File: config.mk
export PLATFORM = sky130hd
export DESIGN_NAME = dual_port_semaphore
export DESIGN_NICKNAME = d
export VERILOG_FILES = /design/src/rtl/sem_pkg.sv /design/src/rtl/sem_port_decode.sv /design/src/rtl/sem_slot.sv /design/src/rtl/sem_readback.sv /design/src/rtl/dual_port_semaphore.sv
export SDC_FILE = /design/constraint.sdc
export NUM_CORES = 1
export LEC_CHECK = 0
export ABC_AREA = 1
export ABC_CLOCK_PERIOD_IN_PS = 3500
export BUFFER_PORTS_ARGS = -buffer_cell sky130_fd_sc_hd__buf_2
export CAP_MARGIN = 15
export CORE_ASPECT_RATIO = 0.75
export CORE_MARGIN = 5
export CORE_UTILIZATION = 29
export DETAILED_ROUTE_END_ITERATION = 12
export MAX_ROUTING_LAYER = met4
export PLACE_DENSITY = 0.56
export SKIP_LAST_GASP = 1
export SYNTH_ARGS = -nofsm -noshare
export SYNTH_HDL_FRONTEND = slang
export SYNTH_SLANG_ARGS = --single-unit
File: constraint.sdc
create_clock -name clk -period 3.5 [get_ports clk]
set_clock_uncertainty 0.1 [all_clocks]
set_input_delay 0.7 -clock clk [delete_from_list [all_inputs] [get_ports clk]]
set_output_delay 0.7 -clock clk [all_outputs]
set_load 0.01 [all_outputs]
File: src/rtl/sem_pkg.sv
package sem_pkg;

    typedef enum logic [1:0] {
        OWN_NONE  = 2'd0,
        OWN_LEFT  = 2'd1,
        OWN_RIGHT = 2'd2
    } owner_e;

    typedef struct packed {
        owner_e owner;
        logic   lwait;
        logic   rwait;
    } slot_t;

endpackage

File: src/rtl/sem_port_decode.sv
module sem_port_decode #(
    parameter int NUM_FLAGS = 8,
    parameter int IDX_W     = $clog2(NUM_FLAGS)
) (
    input  logic                 sel_n,
    input  logic                 wr,
    input  logic [IDX_W-1:0]     idx,
    input  logic                 wbit,
    output logic [NUM_FLAGS-1:0] req_vec,
    output logic [NUM_FLAGS-1:0] rel_vec
);
    logic [NUM_FLAGS-1:0] hit;
    logic                 wr_act;

    always_comb begin
        wr_act  = ~sel_n & wr;
        hit     = NUM_FLAGS'(1) << idx;
        req_vec = (wr_act && !wbit) ? hit : '0;
        rel_vec = (wr_act &&  wbit) ? hit : '0;
    end
endmodule

File: src/rtl/sem_slot.sv
module sem_slot
    import sem_pkg::*;
(
    input  slot_t cur,
    input  logic  lreq,
    input  logic  lrel,
    input  logic  rreq,
    input  logic  rrel,
    output slot_t nxt
);
    logic   own_l, own_r, lw, rw;
    owner_e owner_mid;

    always_comb begin
        own_l     = (cur.owner == OWN_LEFT);
        own_r     = (cur.owner == OWN_RIGHT);
        owner_mid = cur.owner;
        if ((own_l && lrel) || (own_r && rrel)) begin
            owner_mid = OWN_NONE;
        end
        // a waiting claim survives unless withdrawn; a new claim waits unless already held
        lw = (cur.lwait & ~lrel) | (lreq & ~own_l);
        rw = (cur.rwait & ~rrel) | (rreq & ~own_r);

        nxt.owner = owner_mid;
        nxt.lwait = lw;
        nxt.rwait = rw;
        if (owner_mid == OWN_NONE) begin
            if (lw) begin
                nxt.owner = OWN_LEFT;
                nxt.lwait = 1'b0;
            end else if (rw) begin
                nxt.owner = OWN_RIGHT;
                nxt.rwait = 1'b0;
            end
        end
    end
endmodule

File: src/rtl/sem_readback.sv
module sem_readback #(
    parameter int NUM_FLAGS = 8,
    parameter int IDX_W     = $clog2(NUM_FLAGS),
    parameter int DATA_W    = 8
) (
    input  logic                 clk,
    input  logic                 rst,
    input  logic                 sel_n,
    input  logic                 rd,
    input  logic [IDX_W-1:0]     idx,
    input  logic [NUM_FLAGS-1:0] owned,
    output logic [DATA_W-1:0]    rdata
);
    logic [DATA_W-1:0] rdata_d, rdata_q;

    always_comb begin
        rdata_d = rdata_q;
        if (!sel_n && rd) begin
            rdata_d = owned[idx] ? '0 : '1;
        end
    end

    always_ff @(posedge clk) begin
        if (rst) rdata_q <= '1;
        else     rdata_q <= rdata_d;
    end

    assign rdata = rdata_q;
endmodule

File: src/rtl/dual_port_semaphore.sv
module dual_port_semaphore
    import sem_pkg::*;
#(
    parameter int NUM_FLAGS = 8,
    parameter int IDX_W     = $clog2(NUM_FLAGS),
    parameter int DATA_W    = 8
) (
    input  logic              clk,
    input  logic              rst,
    input  logic              l_sel_n,
    input  logic              l_wr,
    input  logic              l_rd,
    input  logic [IDX_W-1:0]  l_idx,
    input  logic [DATA_W-1:0] l_wdata,
    output logic [DATA_W-1:0] l_rdata,
    input  logic              r_sel_n,
    input  logic              r_wr,
    input  logic              r_rd,
    input  logic [IDX_W-1:0]  r_idx,
    input  logic [DATA_W-1:0] r_wdata,
    output logic [DATA_W-1:0] r_rdata
);
    localparam int FLAG_LAST = NUM_FLAGS - 1;

    slot_t [FLAG_LAST:0] slots_d, slots_q, slot_nxt;
    logic  [FLAG_LAST:0] l_req, l_rel, r_req, r_rel;
    logic  [FLAG_LAST:0] l_owned, r_owned;
    logic                unused_wbits;

    assign unused_wbits = ^{l_wdata[DATA_W-1:1], r_wdata[DATA_W-1:1]};

    sem_port_decode #(.NUM_FLAGS(NUM_FLAGS), .IDX_W(IDX_W)) i_dec_l (
        .sel_n(l_sel_n), .wr(l_wr), .idx(l_idx), .wbit(l_wdata[0]),
        .req_vec(l_req), .rel_vec(l_rel)
    );

    sem_port_decode #(.NUM_FLAGS(NUM_FLAGS), .IDX_W(IDX_W)) i_dec_r (
        .sel_n(r_sel_n), .wr(r_wr), .idx(r_idx), .wbit(r_wdata[0]),
        .req_vec(r_req), .rel_vec(r_rel)
    );

    for (genvar g = 0; g < NUM_FLAGS; g++) begin : g_slot
        sem_slot i_slot (
            .cur (slots_q[g]),
            .lreq(l_req[g]), .lrel(l_rel[g]),
            .rreq(r_req[g]), .rrel(r_rel[g]),
            .nxt (slot_nxt[g])
        );
        assign l_owned[g] = (slots_q[g].owner == OWN_LEFT);
        assign r_owned[g] = (slots_q[g].owner == OWN_RIGHT);
    end

    always_comb begin
        slots_d = slot_nxt;
    end

    always_ff @(posedge clk) begin
        if (rst) slots_q <= '0;
        else     slots_q <= slots_d;
    end

    sem_readback #(.NUM_FLAGS(NUM_FLAGS), .IDX_W(IDX_W), .DATA_W(DATA_W)) i_rb_l (
        .clk(clk), .rst(rst), .sel_n(l_sel_n), .rd(l_rd), .idx(l_idx),
        .owned(l_owned), .rdata(l_rdata)
    );

    sem_readback #(.NUM_FLAGS(NUM_FLAGS), .IDX_W(IDX_W), .DATA_W(DATA_W)) i_rb_r (
        .clk(clk), .rst(rst), .sel_n(r_sel_n), .rd(r_rd), .idx(r_idx),
        .owned(r_owned), .rdata(r_rdata)
    );
endmodule

==> results of run 1 <==
[worst paths after layout]
check	from	to	slack, ns	cells past startpoint
worst max-delay path	l_sel_n	slots_q[23]$_SDFF_PP0_	1.73	8
worst min-delay path	slots_q[10]$_SDFF_PP0_	slots_q[10]$_SDFF_PP0_	0.41	2
worst max register to register	slots_q[27]$_SDFF_PP0_	i_rb_r.rdata[6]$_SDFFE_PP1P_	2.14	7
worst min register to register	slots_q[10]$_SDFF_PP0_	slots_q[10]$_SDFF_PP0_	0.41	2
[power breakdown]
group          internal (W)  switching, W  total (W)
sequential         0.000391    0.00000529   0.000396
combinational     0.0000319     0.0000656  0.0000974
clock              0.000159      0.000146   0.000305
[layout by cell type (no fill, tap or decap), drive strengths merged]
| master | n |
|---|---|
| nand3 | 36 |
| clkinv | 1 |
| clkbuf | 7 |
| a21boi | 1 |
| o2111ai | 2 |
| nor3 | 9 |
| dfxtp | 34 |
| nor2 | 54 |
| nand3b | 1 |
| o211ai | 7 |
| o21ai | 25 |
| buf | 31 |
| o21bai | 1 |
| a21oi | 26 |
| nand2 | 73 |
| and2 | 1 |
| nand4 | 2 |
| inv | 45 |
[per-layer routing]
metal / global-route usage / vias to the layer above / share of wire
met5: - / - / 0
met4: 0.0298 / 0 / 0.0093
met3: 0.0255 / 4 / 0.035
met2: 0.165 / 26 / 0.43
met1: 0.172 / 928 / 0.53
li1: - / 1119 / -
[stage by stage]
| stage | util | hold slack [ns] | instance area [µm²] | cells | setup slack [ns] |
|---|---|---|---|---|---|
| floorplan | - | 0.386 | 2120 | 337 | 1.81 |
| global placement | 0.314 | 0.404 | 2270 | 449 | 1.44 |
| detailed placement | 0.314 | 0.400 | 2270 | 449 | 1.43 |
| CTS | 0.326 | 0.413 | 2360 | 457 | 1.72 |
| global route | 0.326 | 0.431 | 2360 | 457 | 1.54 |
| finish | 0.326 | 0.411 | 2360 | 457 | 1.73 |
[worst max-delay path, cell delays in order]
cell	delay (ns)
buf_2	0.09
inv_1	0.08
nand3_2	0.20
nor2_1	0.29
nor2_1	0.09
nor2_1	0.20
nand3_1	0.10
a21oi_1	0.13
[layout make-up]
class,count,area (µm²)
Multi-Input combinational cell,238,1140
Clock buffer,7,86.3
Tap cell,101,126
Sequential cell,34,681
Clock inverter,1,5.00
Timing Repair Buffer,31,155
Fill cell,833,4870
Inverter,45,169
[cells by family after synthesis]
logic type,after synthesis,synth area share
simple gates,176,0.358
buf+inv,65,0.141
compound gates,62,0.179
flops,34,0.322
[sequential cells by signal, summed over array words and instances, names as in the netlist]
register and cells:
i_rb_l.rdata 1, i_rb_r.rdata 1, slots_q 32
==> out/qor.csv, run 1 <==
stage,metric,value,unit
status,status,"complete, no violations",
sta,fmax,0.565,GHz
hold_path,Hold Crit Class,reg -> reg,
power_and_ir_drop,Leak Pwr,0.889,nW
synthesis,largest cells by area after synthesis,"dfxtp_1 (32%), nand2_1 (13%), nor2_1 (8.2%)",
die,Chip Height,84.0,µm
sta,Final Hold Fails,0,
clock_tree,Hold Buf Count CTS,0,
synthesis,post-synthesis sequential area ratio,0.322,
synthesis,Yosys warnings,0,
routing,Avg WL per Cell,11.1,µm
clock_tree,H-tree depth,2,
final_layout,Antenna diodes,0,
sta,slew margin rel.,0.657,
placement,Port Buffers,31,
run,Max-cap violations,0,
power_and_ir_drop,total power,0.000799,W
global_routing,gr ovfl total,0,
synthesis,cell with the most instances after synthesis,nand2_1,
routing,Pre-antenna DRT Iters,4,
synthesis,"EDFF count, synth",0,
clock_tree,clock tree root buffer cell,clkbuf_8,
sta,crit path time final,1.77,ns
power_and_ir_drop,Power Dens Cells,339,nW/µm²
global_routing,vias in the first global route,1824,
clock_tree,clk slew on worst S/H paths,0.07,ns
routing,via count,2077,
critical_path,startpoint types,primary input,
synthesis,Mean Syn Cell Area,6.28,µm²
sta,fin crit share,0.506,
clock_tree,CTS buffer count,5,
die,Initial Util,0.293,
routing,vias per inst,4.54,
global_routing,initial antenna violation count,0,
global_routing,global-route wire length before repair,8480,µm
placement,RD Place Congestion,0.861,
synthesis,top-area cell type share of the netlist area,0.322,
synthesis,synth unique cells,25,
die,row count,27,
die,I/O pin count,46,
synthesis,mapped cell area,2120,µm²
clock_tree,Setup Buffers After CTS,0,
critical_path,CP max FO,8,
die,Die Area,9120,µm²
global_routing,GRT Util Overall,0.118,
power_and_ir_drop,IR Drop Worst-Case VDD,0.164,mV
clock_tree,Max Root-Sink Buffers,2,
final_layout,Layout Nets,385,
synthesis,Seq cells post-synth,34,
critical_path,Setup CP Type,in -> reg,
final_layout,share of post-route cells with drive strength above 1,0.180,
routing,Routed WL,5070,µm
clock_tree,Sink Count,34,
critical_path,Crit. End Element,flip-flop,
routing,DRT iter0 DRCs,83,
sta,Setup TNS Final,0,ns
critical_path,worst path required time,3.62,ns
die,die width,109,µm
synthesis,Synth top cells by count,"nand2_1 (73), nor2_1 (46), inv_1 (37)",
clock_tree,cts repair resizes,0,
die,CORE AREA,7230,µm²
final_layout,Area Overhead vs Synth,11.5,%
routing,Final ANT Viol Nets,0,
synthesis,cell count after synthesis,337,
placement,post-DP HPWL,3960,µm
sta,max-slew violations,0,
synthesis,cell taking the most area after synthesis,dfxtp_1,
clock_tree,CTS tree,built,
synthesis,Syn Nets,367,
routing,# DRC,0,
sta,setup violators final,0,
synthesis,"Primary FF master, synth",dfxtp_1,
global_routing,largest net degree at the start of global routing,26,
sta,RSZ-0062 raised after global routing,no,
sta,worst-margin pin slew,0.514,ns
synthesis,Post-synth ARST share,0,
critical_path,Worst EP arrival,1.89,ns
clock_tree,clk_lat worst skew,0.28,ns
Power figures use the tool's default switching activity.
==> run 2, diff against run 1 <==
--- a/config.mk
+++ b/config.mk
@@ -6,7 +6,7 @@
 export NUM_CORES = 1
 export LEC_CHECK = 0
 export ABC_AREA = 1
-export ABC_CLOCK_PERIOD_IN_PS = 3500
+export ABC_CLOCK_PERIOD_IN_PS = 1450
 export BUFFER_PORTS_ARGS = -buffer_cell sky130_fd_sc_hd__buf_2
 export CAP_MARGIN = 15
 export CORE_ASPECT_RATIO = 0.75
@@ -14,7 +14,7 @@
 export CORE_UTILIZATION = 29
 export DETAILED_ROUTE_END_ITERATION = 12
 export MAX_ROUTING_LAYER = met4
-export PLACE_DENSITY = 0.56
+export PLACE_DENSITY = 0.58
 export SKIP_LAST_GASP = 1
 export SYNTH_ARGS = -nofsm -noshare
 export SYNTH_HDL_FRONTEND = slang
==> constraint.sdc (replaced) <==
create_clock -name clk -period 1.45 [get_ports clk]
set_clock_uncertainty 0.1 [all_clocks]
set_input_delay 0.29 -clock clk [delete_from_list [all_inputs] [get_ports clk]]
set_output_delay 0.29 -clock clk [all_outputs]
set_load 0.01 [all_outputs]
==> out/qor.csv, run 2 (synthesized netlist as in run 1, its figures left out) <==
stage,metric,value,unit,change
sta,max-slew violations,0,,unchanged
final_layout,share of post-route cells with drive strength above 1,0.223,,+0.0433
routing,DRT iter0 DRCs,84,,+1.2%
placement,Port Buffers,31,,unchanged
die,CORE AREA,7230,µm²,unchanged
sta,Setup TNS Final,0,ns,unchanged
status,status,"complete, no violations",,
clock_tree,CTS buffer count,5,,unchanged
sta,fin crit share,0.901,,
critical_path,Setup CP Type,reg -> reg,,
die,I/O pin count,46,,unchanged
final_layout,final non-filler cell total,473,,+3.5%
global_routing,GRT Util Overall,0.130,,+0.0112
sta,worst-margin pin slew,0.392,ns,-0.122 ns
critical_path,startpoint types,flip-flop,,
critical_path,worst setup path start,slots_q[23]$_SDFF_PP0_,,
sta,crit path time final,1.31,ns,
clock_tree,H-tree depth,2,,unchanged
critical_path,Setup crit end,i_rb_r.rdata[6]$_SDFFE_PP1P_,,
routing,Pre-antenna DRT Iters,4,,unchanged
clock_tree,clk_lat worst skew,0.29,ns,about the same
placement,RD Place Congestion,0.898,,+4.3%
final_layout,Post-Route Utilization,0.348,,+0.0216
critical_path,FF-to-FF Start,slots_q[23]$_SDFF_PP0_,,
clock_tree,clk slew on worst S/H paths,0.07,ns,about the same
final_layout,Layout Nets,401,,+4.2%
die,row count,27,,unchanged
sta,setup violators final,0,,unchanged
clock_tree,Setup Buffers After CTS,0,,unchanged
critical_path,reg2reg setup slack,0.14,ns,-2.00 ns
sta,Final Hold Fails,0,,unchanged
critical_path,CP max FO,3,,-5
sta,RSZ-0062 raised after global routing,no,,
final_layout,largest register by flop count,slots_q,,
power_and_ir_drop,Power Dens Cells,823,nW/µm²,+140%
sta,slew margin rel.,0.738,,+0.0809
final_layout,Largest register FFs,32,,unchanged
routing,Avg WL per Cell,11.4,µm,+3.2%
run,Max-cap violations,0,,unchanged
routing,Routed WL,5410,µm,+6.8%
die,Chip Height,84.0,µm,unchanged
clock_tree,Max Root-Sink Buffers,2,,unchanged
clock_tree,Sink Count,34,,unchanged
sta,fmax,0.765,GHz,
global_routing,largest net degree at the start of global routing,25,,-3.8%
routing,Final ANT Viol Nets,0,,unchanged
final_layout,most frequent cells in the layout,"nand2_1 (73), nor2_1 (44), inv_1 (37)",,
critical_path,Worst EP arrival,1.39,ns,-0.50 ns
final_layout,Antenna diodes,0,,unchanged
global_routing,vias in the first global route,2009,,+10%
placement,Placed Instances,465,,+3.6%
routing,# DRC,0,,unchanged
final_layout,"commonest non-fill, non-tap cell in the layout",nand2_1,,
power_and_ir_drop,Leak Pwr,0.980,nW,+10%
routing,via count,2172,,+4.6%
hold_path,Hold Crit Class,in -> reg,,
critical_path,r2r worst-path depth,7,,unchanged
critical_path,worst path required time,1.53,ns,-2.09 ns
final_layout,Area Overhead vs Synth,18.9,%,
critical_path,Crit. End Element,flip-flop,,
clock_tree,clock tree root buffer cell,clkbuf_8,,
global_routing,initial antenna violation count,0,,unchanged
global_routing,global-route wire length before repair,9150,µm,+7.9%
power_and_ir_drop,IR Drop Worst-Case VDD,0.331,mV,+100%
routing,vias per inst,4.59,,+1.0%
critical_path,RR Endpoint,i_rb_r.rdata[6]$_SDFFE_PP1P_,,
clock_tree,CTS tree,built,,
placement,post-DP HPWL,4270,µm,+7.8%
global_routing,gr ovfl total,0,,unchanged
die,die width,109,µm,unchanged
die,Die Area,9120,µm²,unchanged
die,Initial Util,0.293,,unchanged
sta,Fin Hold WS,0.222,ns,-0.189 ns
run 2: per-layer routing:
metal	vias up	part of all wire	GRT usage
met5	-	0	-
met4	0	0.012	0.0378
met3	8	0.061	0.0317
met2	39	0.42	0.195
met1	977	0.50	0.172
li1	1148	-	-
run 2: worst min path at each step:
stage | start | cells past startpoint | endpoint
floorplan | l_idx[2] | 3 | i_rb_l.rdata[6]$_SDFFE_PP1P_
finish | r_rd | 4 | i_rb_r.rdata[6]$_SDFFE_PP1P_
CTS | r_rd | 4 | i_rb_r.rdata[6]$_SDFFE_PP1P_
detailed placement | slots_q[2]$_SDFF_PP0_ | 2 | slots_q[2]$_SDFF_PP0_
global route | r_rd | 4 | i_rb_r.rdata[6]$_SDFFE_PP1P_
global placement | slots_q[10]$_SDFF_PP0_ | 2 | slots_q[10]$_SDFF_PP0_
run 2: layout make-up:
class	instances	area, µm²
Tap cell	101	126
Fill cell	824	4710
Timing Repair Buffer	47	288
Clock buffer	8	110
Inverter	45	169
Sequential cell	34	681
Multi-Input combinational cell	238	1140
run 2: what timing repair did:
item                       CTS  global route
hold buffers                 0             0
gates resized for setup      0             2
setup endpoints to repair    0             2
run 2: stage by stage:
step | worst slack, ns | total power (W) | instance area (µm²)
floorplan | 0.165 | 0.00115 | 2120
global placement | -0.102 | 0.00125 | 2400
detailed placement | -0.145 | 0.00125 | 2400
CTS | 0.135 | 0.00210 | 2510
global route | 0.00727 | 0.00217 | 2510
finish | 0.143 | 0.00207 | 2510
run 2: report_power, final:
part	internal, W	leakage, nW	switching, W	total, W
clock	0.000480	0.0575	0.000363	0.000843
sequential	0.000943	0.274	0.0000129	0.000956
combinational	0.000104	0.648	0.000167	0.000271
run 2: worst max-delay path, cell delays in order, from the launching register on:
cell	delay, ns
dfxtp_1	0.37
inv_1	0.08
o21ai_0	0.22
nand2_1	0.10
nor3_1	0.15
a21oi_1	0.08
nand2_1	0.06
nand2_1	0.05
==> run 3, diff against run 2 <==
--- a/config.mk
+++ b/config.mk
@@ -14,8 +14,9 @@
 export CORE_UTILIZATION = 29
 export DETAILED_ROUTE_END_ITERATION = 12
 export MAX_ROUTING_LAYER = met4
-export PLACE_DENSITY = 0.58
+export PLACE_DENSITY = 0.57
 export SKIP_LAST_GASP = 1
 export SYNTH_ARGS = -nofsm -noshare
 export SYNTH_HDL_FRONTEND = slang
+export SYNTH_HIERARCHICAL = 1
 export SYNTH_SLANG_ARGS = --single-unit
==> out/qor.csv, run 3 <==
stage,metric,value,unit,change
final_layout,Layout fillers,910,,+10%
clock_tree,H-tree depth,2,,unchanged
clock_tree,Sink Count,34,,unchanged
die,die width,118,µm,+8.8%
synthesis,cell with the most instances after synthesis,inv_1,,
sta,worst-margin pin slew,0.364,ns,-0.0277 ns
synthesis,mapped cell area,2540,µm²,+20%
sta,Fin Hold WS,0.300,ns,+0.0775 ns
global_routing,GRT Util Overall,0.120,,-0.00968
global_routing,vias in the first global route,2321,,+16%
routing,via count,2462,,+13%
global_routing,global-route wire length before repair,10600,µm,+16%
critical_path,worst path required time,1.56,ns,+0.03 ns
critical_path,CP max FO,8,,+5
clock_tree,clock tree root buffer cell,clkbuf_16,,
routing,Routed WL,6040,µm,+12%
critical_path,CP top delay family,simple AND/OR/NAND/NOR gates,,
synthesis,Post-synth ARST share,0,,unchanged
placement,Placed Instances,549,,+18%
hold_path,Hold Crit Class,in -> reg,,
sta,post-route setup slack,0.107,ns,-0.0361 ns
routing,Final ANT Viol Nets,0,,unchanged
routing,# DRC,0,,unchanged
placement,post-DP HPWL,4640,µm,+8.7%
die,CORE AREA,8490,µm²,+17%
final_layout,Antenna diodes,0,,unchanged
placement,DP Worst Slack,-0.182,ns,-0.0377 ns
critical_path,Setup CP Type,in -> reg,,
critical_path,"most used cell, CP",inv_1,,
final_layout,final non-filler cell total,559,,+18%
final_layout,Largest register FFs,32,,unchanged
synthesis,synth unique cells,17,,-32%
sta,fin crit share,0.926,,+0.0249
synthesis,Syn Nets,437,,+19%
power_and_ir_drop,IR Drop Worst-Case VDD,0.438,mV,+32%
critical_path,Buf/Inv on CP,4,,+3
synthesis,"Primary FF master, synth",dfxtp_1,,
final_layout,largest register by flop count,slots_q,,
final_layout,Multi-input gate area,1420,µm²,+24%
routing,Avg WL per Cell,10.8,µm,-5.5%
placement,Port Buffers,31,,unchanged
routing,Pre-antenna DRT Iters,4,,unchanged
die,Die Area,10800,µm²,+18%
clock_tree,clk slew on worst S/H paths,0.05,ns,-0.02 ns
sta,setup violators final,0,,unchanged
global_routing,initial antenna violation count,0,,unchanged
clock_tree,Max Root-Sink Buffers,2,,unchanged
clock_tree,CTS tree,built,,
die,I/O pin count,46,,unchanged
global_routing,gr ovfl total,0,,unchanged
clock_tree,CTS buffer count,5,,unchanged
critical_path,Crit path largest cell delay,0.24,ns,-0.13 ns
run,Max-cap violations,0,,unchanged
final_layout,Layout Nets,480,,+20%
critical_path,Worst EP arrival,1.45,ns,+0.06 ns
critical_path,"Slowest-stage cell, CP",a22oi_2,,
sta,fmax,0.744,GHz,-2.7%
final_layout,most frequent cells in the layout,"inv_1 (102), nor2_1 (78), nand3_1 (47)",,
power_and_ir_drop,Leak Pwr,1.15,nW,+17%
final_layout,"commonest non-fill, non-tap cell in the layout",inv_1,,
power_and_ir_drop,Power Dens Cells,747,nW/µm²,-9.3%
sta,slew margin rel.,0.757,,+0.0187
synthesis,Synth top cells by count,"inv_1 (104), nor2_1 (90), nand3_1 (48)",,
sta,Final Hold Fails,0,,unchanged
synthesis,Yosys warnings,6,,+6
synthesis,"EDFF count, synth",0,,unchanged
final_layout,Area Overhead vs Synth,23.3,%,
routing,vias per inst,4.40,,-4.1%
synthesis,Mean Syn Cell Area,6.25,µm²,-0.45%
critical_path,startpoint types,primary input,,
clock_tree,clk_lat worst skew,0.27,ns,-0.02 ns
die,row count,29,,+7.4%
die,Chip Height,91.1,µm,+8.5%
synthesis,cell count after synthesis,407,,+21%
critical_path,crit path cell chain,"buf_2, inv_1, nand3_4, nor2_1, inv_1, a22oi_2, nand3_1, nand2_1, inv_1, nor2_1",,
placement,RD Place Congestion,0.847,,-5.8%
synthesis,cell taking the most area after synthesis,dfxtp_1,,
synthesis,largest cells by area after synthesis,"dfxtp_1 (27%), inv_1 (15%), nor2_1 (13%)",,
critical_path,Crit. End Element,flip-flop,,
status,status,"complete, no violations",,
final_layout,Sequential Area,681,µm²,unchanged
sta,max-slew violations,0,,unchanged
sta,RSZ-0062 raised after global routing,yes,,
routing,DRT iter0 DRCs,95,,+13%
global_routing,largest net degree at the start of global routing,18,,-28%
power_and_ir_drop,total power,0.00234,W,+13%
sta,crit path time final,1.34,ns,+0.0361 ns
final_layout,share of post-route cells with drive strength above 1,0.233,,+0.00970
synthesis,post-synthesis sequential area ratio,0.268,,-0.0541
sta,Setup TNS Final,0,ns,unchanged
synthesis,top-area cell type share of the netlist area,0.268,,-0.0541
synthesis,Seq cells post-synth,34,,unchanged
die,Initial Util,0.300,,+0.00693
## run 3: cell count changes in the layout (fill, tap and decap cells not counted), sizes merged, moves of 2 or more
cell	delta
inv	+61
o2111ai	-2
nor2	+38
a22oi	+8
nor3	-9
a21oi	-16
nand4	-2
buf	+6
nand2	-35
a21boi	+7
nand3	+24
## run 3: power by group
group	switching [W]	total, W	internal, W
clock network	0.000381	0.00106	0.000680
logic	0.000187	0.000318	0.000131
registers	0.0000165	0.000961	0.000945
total	0.000585	0.00234	0.00176
## run 3: final timing paths
kind	start	to	slack, ns	depth (start not counted)
worst max-delay path	l_sel_n	slots_q[27]$_SDFF_PP0_	0.11	10
worst min-delay path	rst	slots_q[2]$_SDFF_PP0_	0.30	2
worst max register to register	slots_q[11]$_SDFF_PP0_	slots_q[8]$_SDFF_PP0_	0.13	6
worst min register to register	i_rb_r/rdata[6]$_SDFFE_PP1P_	i_rb_r/rdata[6]$_SDFFE_PP1P_	0.50	2
## run 3: repair_timing
item                                   CTS  global route
resized for setup                        0            29
setup endpoints to repair                0            14
endpoints found under the hold margin    0             0
buffers inserted                         0             2
hold buffers                             0             0
## run 3: logic make-up (layout without fill, tap and decap cells)
group                  after synthesis  count (layout)  synth area share
and+or+nand+nor                    192             192             0.368
buffers and inverters              123             167             0.211
AOI/OAI and AO/OA                   58              58             0.153
DFF                                 34              34             0.268
## run 3: final cells by class
| class | count | area share |
|---|---|---|
| multi-input cells | 250 | 0.452 |
| flip-flops and latches | 34 | 0.217 |
| well taps | 108 | 0.0431 |
| repair buffers | 53 | 0.114 |
| inverters | 106 | 0.127 |
| clock buffers | 7 | 0.0455 |
| clock inverters | 1 | 0.00160 |
## run 3: metrics by stage
stage,area (µm²),util
finish,3140,0.369
floorplan,2540,-
CTS,3020,0.355
detailed placement,2870,0.338
global route,3140,0.369
global placement,2870,0.338
## run 3: routing by layer
metal / track usage / vias to the layer above / wire length (µm) / share of wire
met5: - / - / 0 / 0
met3: 0.0329 / 6 / 256 / 0.042
met2: 0.175 / 40 / 2600 / 0.43
met4: 0.0296 / 0 / 55 / 0.0091
met1: 0.164 / 1084 / 3130 / 0.52
li1: - / 1332 / - / -
## run 3: worst reg2reg max path: stages (launching register included)
cell and delay, ns:
dfxtp_1 0.44, inv_1 0.12, o21ai_0 0.18, o21ai_1 0.11
a21boi_2 0.16, inv_1 0.06, nor2_1 0.03
